[src/rtl/bct_pkg.sv]
package bct_pkg;

    // Outcome of one port's request in the current cycle
    typedef enum logic [1:0] {
        DEC_IDLE   = 2'd0,  // no request on this port
        DEC_FRESH  = 2'd1,  // idle bank claimed
        DEC_REPEAT = 2'd2,  // same index, same cycle, shares the claim
        DEC_BLOCK  = 2'd3   // bank occupied by another access
    } dec_e;

    function automatic bit is_pow2(int unsigned n);
        return (n != 0) && ((n & (n - 1)) == 0);
    endfunction

    // Bank select: index modulo bank count (bank count is a power of two)
    function automatic int unsigned bank_of(longint unsigned idx, int unsigned nb);
        if (nb <= 1) return 0;
        return int'(idx % longint'(nb));
    endfunction

    function automatic int unsigned sel_bits(int unsigned nb);
        return (nb > 1) ? $clog2(nb) : 1;
    endfunction

    // Number of cycles a bank stays busy after its claim cycle
    function automatic int unsigned hold_cycles(int unsigned lat);
        return (lat >= 2) ? lat - 2 : 0;
    endfunction

endpackage

[src/rtl/bct_cycle_ctr.sv]
module bct_cycle_ctr #(
    parameter int CW = 4
) (
    input  logic          clk,
    input  logic          rst,
    output logic [CW-1:0] now
);
    always_ff @(posedge clk) begin
        if (rst) now <= '0;
        else     now <= now + 1'b1;
    end
endmodule

[src/rtl/bct_bank_slot.sv]
module bct_bank_slot #(
    parameter int IW   = 8,
    parameter int CW   = 4,
    parameter int HOLD = 2
) (
    input  logic          clk,
    input  logic          rst,
    input  logic          load,
    input  logic [IW-1:0] load_idx,
    input  logic [CW-1:0] now,
    output logic          busy,
    output logic [IW-1:0] idx_q,
    output logic [CW-1:0] start_q
);
    localparam int CNTW = (HOLD > 0) ? $clog2(HOLD + 1) : 1;

    logic [CNTW-1:0] remain;

    always_ff @(posedge clk) begin
        if (rst) begin
            remain  <= '0;
            idx_q   <= '0;
            start_q <= '0;
        end else if (load) begin
            remain  <= CNTW'(HOLD);
            idx_q   <= load_idx;
            start_q <= now;
        end else if (remain != '0) begin
            remain  <= remain - 1'b1;
        end
    end

    assign busy = (remain != '0);

    // a bank becomes busy only as the result of a claim
    p_rise_from_claim_r5: assert property (@(posedge clk) disable iff (rst)
        $rose(busy) |-> $past(load));

    generate
        if (HOLD > 0) begin : g_window
            logic [CNTW:0] run;
            always_ff @(posedge clk) begin
                if (rst)       run <= '0;
                else if (busy) run <= run + 1'b1;
                else           run <= '0;
            end
            // busy never lasts beyond the hold window in a row
            p_busy_window_r7: assert property (@(posedge clk) disable iff (rst)
                busy |-> (run < (CNTW+1)'(HOLD)));
        end else begin : g_nowin
            // short latencies never show a registered busy
            p_never_busy_r7: assert property (@(posedge clk) disable iff (rst)
                !busy);
        end
    endgenerate
endmodule

[src/rtl/bct_resolve.sv]
module bct_resolve
    import bct_pkg::*;
#(
    parameter int NP = 3,
    parameter int NB = 4,
    parameter int IW = 8,
    parameter int CW = 4
) (
    input  logic [NP-1:0]    valid,
    input  logic [NP*IW-1:0] idx,
    input  logic [NB-1:0]    busy,
    input  logic [NB*IW-1:0] rec_idx,
    input  logic [NB*CW-1:0] rec_start,
    input  logic [CW-1:0]    now,
    output logic [NP-1:0]    grant,
    output logic [NB-1:0]    load,
    output logic [NB*IW-1:0] load_idx
);
    logic          w_busy  [NB];
    logic [IW-1:0] w_idx   [NB];
    logic [CW-1:0] w_start [NB];
    logic [IW-1:0] pidx;
    int            bsel;
    dec_e          dec [NP];

    always_comb begin
        for (int b = 0; b < NB; b++) begin
            w_busy[b]  = busy[b];
            w_idx[b]   = rec_idx[b*IW +: IW];
            w_start[b] = rec_start[b*CW +: CW];
        end
        load     = '0;
        load_idx = '0;
        grant    = '0;
        pidx     = '0;
        bsel     = 0;
        // Ascending port order: a claim is visible to every later port
        for (int p = 0; p < NP; p++) begin
            pidx = idx[p*IW +: IW];
            bsel = int'(bank_of(64'(pidx), NB));
            if (!valid[p]) begin
                dec[p] = DEC_IDLE;
            end else if (w_busy[bsel]) begin
                if (w_start[bsel] == now && w_idx[bsel] == pidx)
                    dec[p] = DEC_REPEAT;
                else
                    dec[p] = DEC_BLOCK;
            end else begin
                dec[p]                  = DEC_FRESH;
                w_busy[bsel]            = 1'b1;
                w_idx[bsel]             = pidx;
                w_start[bsel]           = now;
                load[bsel]              = 1'b1;
                load_idx[bsel*IW +: IW] = pidx;
            end
            grant[p] = (dec[p] == DEC_FRESH) || (dec[p] == DEC_REPEAT);
        end
    end

    // at most one fresh claim per bank per cycle
    always_comb begin
        for (int b = 0; b < NB; b++) begin
            int n;
            n = 0;
            for (int p = 0; p < NP; p++)
                if (dec[p] == DEC_FRESH && int'(bank_of(64'(idx[p*IW +: IW]), NB)) == b)
                    n++;
            a_single_claim_r6: assert (n <= 1);
        end
    end
endmodule

[src/rtl/bank_conflict_tracker.sv]
module bank_conflict_tracker
    import bct_pkg::*;
#(
    parameter int NUM_PORTS = 3,
    parameter int NUM_BANKS = 4,
    parameter int IDX_W     = 8,
    parameter int LATENCY   = 4,
    parameter int START_BIT = 0
) (
    input  logic                       clk,
    input  logic                       rst,
    input  logic [NUM_PORTS-1:0]       req_valid,
    input  logic [NUM_PORTS*IDX_W-1:0] req_idx,
    output logic [NUM_PORTS-1:0]       req_grant,
    output logic [NUM_BANKS-1:0]       bank_busy
);
    localparam int BW   = sel_bits(NUM_BANKS);
    localparam int CW   = $clog2(LATENCY + 2) + 1;
    localparam int HOLD = hold_cycles(LATENCY);

    generate
        if (!is_pow2(NUM_BANKS)) begin : g_bad_banks
            $error("NUM_BANKS must be a power of two");
        end
        if (START_BIT < 0) begin : g_bad_start
            $error("START_BIT must not be negative");
        end
    endgenerate

    generate
        if (LATENCY == 0) begin : g_untracked
            logic unused_idx;
            assign unused_idx = ^req_idx;
            assign req_grant  = req_valid;
            assign bank_busy  = '0;

            // no bank is ever marked busy without latency
            p_zero_lat_idle_r3: assert property (@(posedge clk) disable iff (rst)
                bank_busy == '0);
        end else begin : g_tracked
            logic [CW-1:0]              now;
            logic [NUM_BANKS-1:0]       load;
            logic [NUM_BANKS*IDX_W-1:0] load_idx;
            logic [NUM_BANKS*IDX_W-1:0] rec_idx;
            logic [NUM_BANKS*CW-1:0]    rec_start;

            bct_cycle_ctr #(.CW(CW)) u_ctr (
                .clk (clk),
                .rst (rst),
                .now (now)
            );

            bct_resolve #(
                .NP(NUM_PORTS), .NB(NUM_BANKS), .IW(IDX_W), .CW(CW)
            ) u_resolve (
                .valid     (req_valid),
                .idx       (req_idx),
                .busy      (bank_busy),
                .rec_idx   (rec_idx),
                .rec_start (rec_start),
                .now       (now),
                .grant     (req_grant),
                .load      (load),
                .load_idx  (load_idx)
            );

            for (genvar b = 0; b < NUM_BANKS; b++) begin : g_bank
                bct_bank_slot #(.IW(IDX_W), .CW(CW), .HOLD(HOLD)) u_slot (
                    .clk      (clk),
                    .rst      (rst),
                    .load     (load[b]),
                    .load_idx (load_idx[b*IDX_W +: IDX_W]),
                    .now      (now),
                    .busy     (bank_busy[b]),
                    .idx_q    (rec_idx[b*IDX_W +: IDX_W]),
                    .start_q  (rec_start[b*CW +: CW])
                );
            end

            for (genvar p = 0; p < NUM_PORTS; p++) begin : g_port_chk
                logic [BW-1:0] pbank;
                assign pbank = BW'(bank_of(64'(req_idx[p*IDX_W +: IDX_W]), NUM_BANKS));

                // an absent request is never granted
                p_no_grant_idle_r2: assert property (@(posedge clk) disable iff (rst)
                    !req_valid[p] |-> !req_grant[p]);
                // a bank busy from earlier cycles refuses every port
                p_busy_refuse_r4: assert property (@(posedge clk) disable iff (rst)
                    (req_valid[p] && bank_busy[pbank]) |-> !req_grant[p]);
                if (p == 0) begin : g_first
                    // port 0 sees no same-cycle claim and always wins an idle bank
                    p_first_port_r5: assert property (@(posedge clk) disable iff (rst)
                        (req_valid[0] && !bank_busy[pbank]) |-> req_grant[0]);
                end
            end
        end
    endgenerate
endmodule

[config.mk]
export PLATFORM = sky130hd
export DESIGN_NAME = bank_conflict_tracker
export DESIGN_NICKNAME = d
export VERILOG_FILES = /design/src/rtl/bct_pkg.sv /design/src/rtl/bct_cycle_ctr.sv /design/src/rtl/bct_bank_slot.sv /design/src/rtl/bct_resolve.sv /design/src/rtl/bank_conflict_tracker.sv
export SDC_FILE = /design/constraint.sdc
export NUM_CORES = 1
export LEC_CHECK = 0
export BUFFER_PORTS_ARGS = -buffer_cell sky130_fd_sc_hd__buf_2
export CORE_UTILIZATION = 37
export CTS_BUF_LIST = sky130_fd_sc_hd__clkbuf_4 sky130_fd_sc_hd__clkbuf_8
export CTS_CLUSTER_SIZE = 28
export DETAILED_ROUTE_END_ITERATION = 12
export PLACE_DENSITY = 0.57
export SLEW_MARGIN = 25
export SYNTH_ARGS = -nofsm -noshare
export SYNTH_HDL_FRONTEND = slang
export SYNTH_SLANG_ARGS = --single-unit
[constraint.sdc]
create_clock -name clk -period 5.02 [get_ports clk]
set_input_delay 0.753 -clock clk [delete_from_list [all_inputs] [get_ports clk]]
set_output_delay 0.753 -clock clk [all_outputs]
set_load 0.01 [all_outputs]
# Word-level counts from Yosys, hierarchy flattened
# Index checks and enable logic that the tools add are counted.
[op_classes] n_addsub=8 order_cmp=11 eq_ne=12 shifts=6 n_mux=92 n_bitwise=8 reduce_logical=23
[ops] op="2-to-1 mux 32 bit" n=10
[ops] op="bitwise mux 32 bit" n=4
[ops] op="negation 5 -> 33 bit" n=3
[ops] op="variable shift 8 x 33 -> 32 bit (first input constant)" n=3
[ops] op="variable part select 8 x 33 -> 32 bit" n=3
[ops] op="greater-or-equal comparator 32 x 3 -> 1 bit (second input constant)" n=3
[ops] op="NOT 2 -> 32 bit" n=3
[ops] op="2-to-1 mux 4 bit" n=18
[ops] op="< comparator 32 x 1 -> 1 bit (second input constant)" n=2
[ops] op="2-to-1 mux 16 bit" n=4
[ops] op="2-to-1 mux 8 bit" n=8
[ops] op="binary-select mux 8 bit (select 2 bit)" n=3
[ops] op="bitwise AND 32 bit" n=1
[ops] op="bitwise mux 16 bit" n=2
[ops] op="demux 8 bit (select 2 bit)" n=2
[ops] op="2-to-1 mux 2 bit" n=14
[ops] op="binary-select mux 4 bit (select 2 bit)" n=3
[ops] op="equality test 8 bit" n=3
[ops] op="demux 4 bit (select 2 bit)" n=2
[ops] op="bitwise OR 4 bit" n=4
[ops] op="nonzero test 2 bit" n=8
[ops] op="2-to-1 mux 1 bit" n=14
[ops] op="equality test 4 bit" n=3
[ops] op="demux 1 bit (select 2 bit)" n=5
[ops] op="other kinds (10)" n=35
[word_totals] register_bits=60 output_inout_bits=7 elab_cells=177

# Logic depth before layout (Yosys ltp)
[logic_depth] depth_word=23 ltp_mapped=15

# Cells and area by module
# Synthesis repeated with hierarchy kept, for this count alone.
[hier_totals] cells_unflattened=703 hier_area_um2=6183.4
[by_module_without_submodules] module="bct_resolve" n_inst=1 cells_each=510 area_each_um2=3956.3 seq_area_each_um2=0.0
[by_module_without_submodules] module="bct_bank_slot" n_inst=4 cells_each=45 area_each_um2=520.5 seq_area_each_um2=280.3
[by_module_without_submodules] module="bct_cycle_ctr" n_inst=1 cells_each=13 area_each_um2=145.1 seq_area_each_um2=80.1

# Least setup slack after synthesis
# Ideal clock, no wire load.
[synth_path] kind="input-to-output" start="input req_idx[9]" end="output req_grant[2]" arrival_ns=3.676 required_time_ns=4.267 setup_slack_ns=0.591 stages=13 n_path_buf=2 cell_sequence="buf_4 > inv_1 > buf_1 > ha_1 > nand2_1 > nor2_1 > nand2_2 > mux2_1 > mux4_2 > xnor2_1 > nor4b_1 > nand4_1 > o21bai_1"
[synth_via] elab_chain_cells=18 word_cells_on_any_way=40
[synth_lines] element="start, declared" line_no="bank_conflict_tracker.sv:13" text="input logic [NUM_PORTS*IDX_W-1:0] req_idx,"
[synth_lines] element="NOT 2 -> 32 bit (not written as such)"
[synth_lines] element="greater-or-equal comparator 32 x 3 -> 1 bit (not written as such) / < comparator 32 x 1 -> 1 bit (equally long branches)" line_no="bct_resolve.sv:50, bct_resolve.sv:51, bct_resolve.sv:52"
[synth_lines] element="logical AND 1 bit (not written as such)" line_no="bct_resolve.sv:50, bct_resolve.sv:51, bct_resolve.sv:52"
[synth_lines] element="2-to-1 mux 8 bit (not written as such) / 2-to-1 mux 4 bit (equally long branches)" line_no="bct_resolve.sv:51, bct_resolve.sv:52"
[synth_lines] element="demux 8 bit (select 2 bit) / demux 4 bit (select 2 bit) (equally long branches)" line_no="bct_resolve.sv:51, bct_resolve.sv:52"
[synth_lines] element="bitwise mux 32 bit / bitwise mux 16 bit (equally long branches)" line_no="bct_resolve.sv:51, bct_resolve.sv:52"
[synth_lines] element="2-to-1 mux 32 bit / 2-to-1 mux 16 bit (equally long branches)" line_no="bct_resolve.sv:43" text="end else if (w_busy[bsel]) begin"
[synth_lines] element="2-to-1 mux 32 bit / 2-to-1 mux 16 bit (equally long branches)" line_no="bct_resolve.sv:41" text="if (!valid[p]) begin"
[synth_lines] element="binary-select mux 8 bit (select 2 bit) / binary-select mux 4 bit (select 2 bit) (equally long branches)" line_no="bct_resolve.sv:44" text="if (w_start[bsel] == now && w_idx[bsel] == pidx)"
[synth_lines] element="2-to-1 mux 8 bit (not written as such) / 2-to-1 mux 4 bit (equally long branches) (2 in series)" line_no="bct_resolve.sv:44"
[synth_lines] element="equality test 8 bit / equality test 4 bit (equally long branches)" line_no="bct_resolve.sv:44"
[synth_lines] element="logical AND 1 bit" line_no="bct_resolve.sv:44"
[synth_lines] element="2-to-1 mux 1 bit" line_no="bct_resolve.sv:44"
[synth_lines] element="2-to-1 mux 2 bit (*)" line_no="bct_resolve.sv:43"
[synth_lines] element="2-to-1 mux 2 bit (*)" line_no="bct_resolve.sv:41"
[synth_lines] element="equality test 2 x 1 -> 1 bit / equality test 2 bit (equally long branches)" line_no="bct_resolve.sv:56" text="grant[p] = (dec[p] == DEC_FRESH) || (dec[p] == DEC_REPEAT);"
[synth_lines] element="logical OR 1 bit (*)" line_no="bct_resolve.sv:56"
[synth_lines] element="end, declared" line_no="bank_conflict_tracker.sv:14" text="output logic [NUM_PORTS-1:0] req_grant,"
# Mark *: on every way between the ends. The rest lies on a longest branch, timed or not. The select of a mux whose other input is x is not followed.

# Worst setup path after layout
[layout_path] start="input req_idx[0]" end="output req_grant[1]"
# Same word-level chain as after synthesis.

==> results.cfg <==
[status]
outcome = complete, no violations

[hold_path]
hold_class = reg -> reg

[clock_network]
clk_latency_ns = 0.38
cts_tree = built
htreeDepth = 3
clockBufferDepth = 2
numCtsBuffers = 9
cts_setup_buffers = 0
path_clk_slew_ns = 0.07
cts_root_buffer = clkbuf_8
cts.sinks = 59

[global_routing]
grt_start_max_net_pins = 60
track_usage = 0.299
antenna_found_initial = 0
grt_pass1_wl_um = 36000
grt_pass1_vias = 5917
grt_remaining_overflow = 0

[timing]
finalCriticalPeriod_ns = 4.78
fmax_mhz = 209
rsz0062_at_grt = false
worst_slew_pin_slew_ns = 1.01
max_slew_margin = 0.324
finalSetupViolCount = 0
hold_viol = 0
drv_slew = 0
fin_hold_ws_ns = 0.459
skew_ns = 0.0142
fin_crit_sh = 0.953
finalSetupTns_ns = 0

[worst_setup_path]
crit_buf_inv = 4
cpPeakStageDelay_ns = 0.47
crit_path_max_fanout = 9
cp_top_family = multiplexers
cp-end-kind = output port
worstPathArrival_ns = 4.03
critPathLaunchType = input pin
criticalPathCategory = in -> out
worstPathCellList = buf_2 -> buf_4 -> nand2b_1 -> o2111ai_1 -> nor2_2 -> buf_4 -> mux2_2 -> mux4_2 -> xnor2_1 -> nand4_1 -> a221oi_2 -> a31o_1 -> buf_2
cp.required_ns = 4.27
slowest_stage = mux4_2

[power]
comb_power_share = 0.339
power.leakage_uw = 0.00236
power_uw = 1550
power.density_mw_per_mm2 = 248
ir_drop_mv = 0.116
p_sw_uw = 582
swShare = 0.375
seq_power_share = 0.349
p_int_uw = 968
clkPwrFrac = 0.312

[floorplanning]
core-area_mm2 = 0.0152
dieWidth_um = 127
die_y_um = 127
start_util = 0.378
io-pin-count = 36
rows = 45
die-area_mm2 = 0.0160

[layout]
n_fill_cell = 1550
final_common_cell = nand2_1
layout-drive-gt1-share = 0.183
final_core_util = 0.412
final_cell_mix = 85 x nand2_1, 71 x nor2_1, 59 x dfxtp_1
syn_to_final_growth_pct = 8.79
antenna_cells = 0
finalNetCount = 781
final_cells = 920

[run]
cap_violations = 0

[detailed_routing]
routed_wl_um = 23200
via_per_inst = 6.61
vias = 6085
detail_route.iter0.violations = 575
firstDrtPassIters = 6
drc = 0
wl_per_cell_um = 25.2
ant_nets = 0

[placed_design]
placed_cells = 904
place_hpwl_um = 17100
globalplace.congestion = 0.949
port_buffers = 35

[yosys]
syn-cell-area_mm2 = 0.00575
synth-main-ff-cell = dfxtp_1
syn_nets = 775
syn_inst = 721
syn_avg_cell_area_um2 = 7.98
synth.yosys.seq_area_share = 0.205
async_reset_ff_frac = 0
synth.ff_latch_count = 59
synth_edf_count = 0
synth.distinct_cells = 79
yosys_warnings = 0
[cell families after synthesis]
family	after synthesis	share of synthesized area
adders and majority gates	25	0.0544
buffers and inverters	85	0.0690
xor gates and xnor gates	26	0.0396
AOI/OAI and AO/OA	172	0.217
and+or+nand+nor	285	0.239
DFF	59	0.205
muxes	69	0.176
[state kept, by name, indices dropped and copies added, names as in the netlist]
name                             count
g_tracked.g_bank.u_slot.remain       8
g_tracked.g_bank.u_slot.idx_q       31
g_tracked.u_ctr.now                  4
g_tracked.g_bank.u_slot.start_q     16
[what timing repair did]
action,in CTS,in global routing
setup endpoints to repair,0,1
hold buffers,0,0
gates resized for setup,0,1
[stage by stage]
step	setup slack [ns]	area [um^2]
global route	0.0626	6260
floorplan	0.591	5750
CTS	0.272	6250
detailed placement	0.284	6040
finish	0.235	6260
global placement	0.317	6040
[routing by layer]
layer	global-route usage	wire, um
met5	0	0
met4	0.162	1200
met3	0.0645	2240
met2	0.467	10100
met1	0.386	9630
[layout make-up]
type,instances,area (um^2),share of cell area
clock inverters,4,47.5,0.00760
flip-flops and latches,59,1180,0.189
repair buffers,63,388,0.0620
multi-input cells,577,4180,0.667
clock buffers,12,165,0.0264
inverters,17,63.8,0.0102
well taps,188,235,0.0376
[synthesized netlist by cell type, drive strengths merged, types with 8 or more instances]
cell type | n | area (um^2)
and2 | 8 | 55.1
buf | 44 | 243
nand2 | 87 | 332
o211ai | 9 | 72.6
ha | 25 | 313
o21ai | 11 | 55.1
xnor2 | 18 | 158
a31oi | 8 | 50.1
nand3 | 31 | 160
nor2 | 76 | 305
dfxtp | 59 | 1180
nor3 | 35 | 180
mux2i | 30 | 300
clkbuf | 24 | 90.1
mux4 | 24 | 541
xor2 | 8 | 70.1
and3 | 10 | 62.6
inv | 15 | 56.3
a22oi | 13 | 97.6
a21oi | 51 | 270
mux2 | 15 | 173
a221oi | 9 | 85.1
a311oi | 20 | 181
[worst paths after layout]
path | endpoint | depth (start not counted) | from | slack (ns)
setup / recovery | req_grant[1] | 13 | req_idx[0] | 0.24
hold / removal | g_tracked.g_bank[2].u_slot.idx_q[1]$_SDFFE_PP0P_ | 2 | g_tracked.g_bank[2].u_slot.idx_q[1]$_SDFFE_PP0P_ | 0.46
setup reg to reg | g_tracked.g_bank[0].u_slot.idx_q[2]$_SDFFE_PP0P_ | 13 | g_tracked.g_bank[1].u_slot.remain[1]$_SDFFE_PP0P_ | 1.00
hold reg to reg | g_tracked.g_bank[2].u_slot.idx_q[1]$_SDFFE_PP0P_ | 2 | g_tracked.g_bank[2].u_slot.idx_q[1]$_SDFFE_PP0P_ | 0.46
[power by group through the flow]
stage	clock (uW)	combinational, uW	sequential (uW)
2_1_floorplan	0	364	530
5_1_grt	511	565	544
4_1_cts	490	514	540
3_5_place_dp	0	510	551
6_report	484	526	540
3_3_place_gp	0	508	550
[worst register-to-register path: cells and delay by family (launching register included)]
kind | cells | cell delay, ns
compound gates | 5 | 1.84
simple gates | 5 | 0.93
buf+inv | 3 | 0.74
flops | 1 | 0.36
No activity file was read; power rests on OpenSTA's default activity.
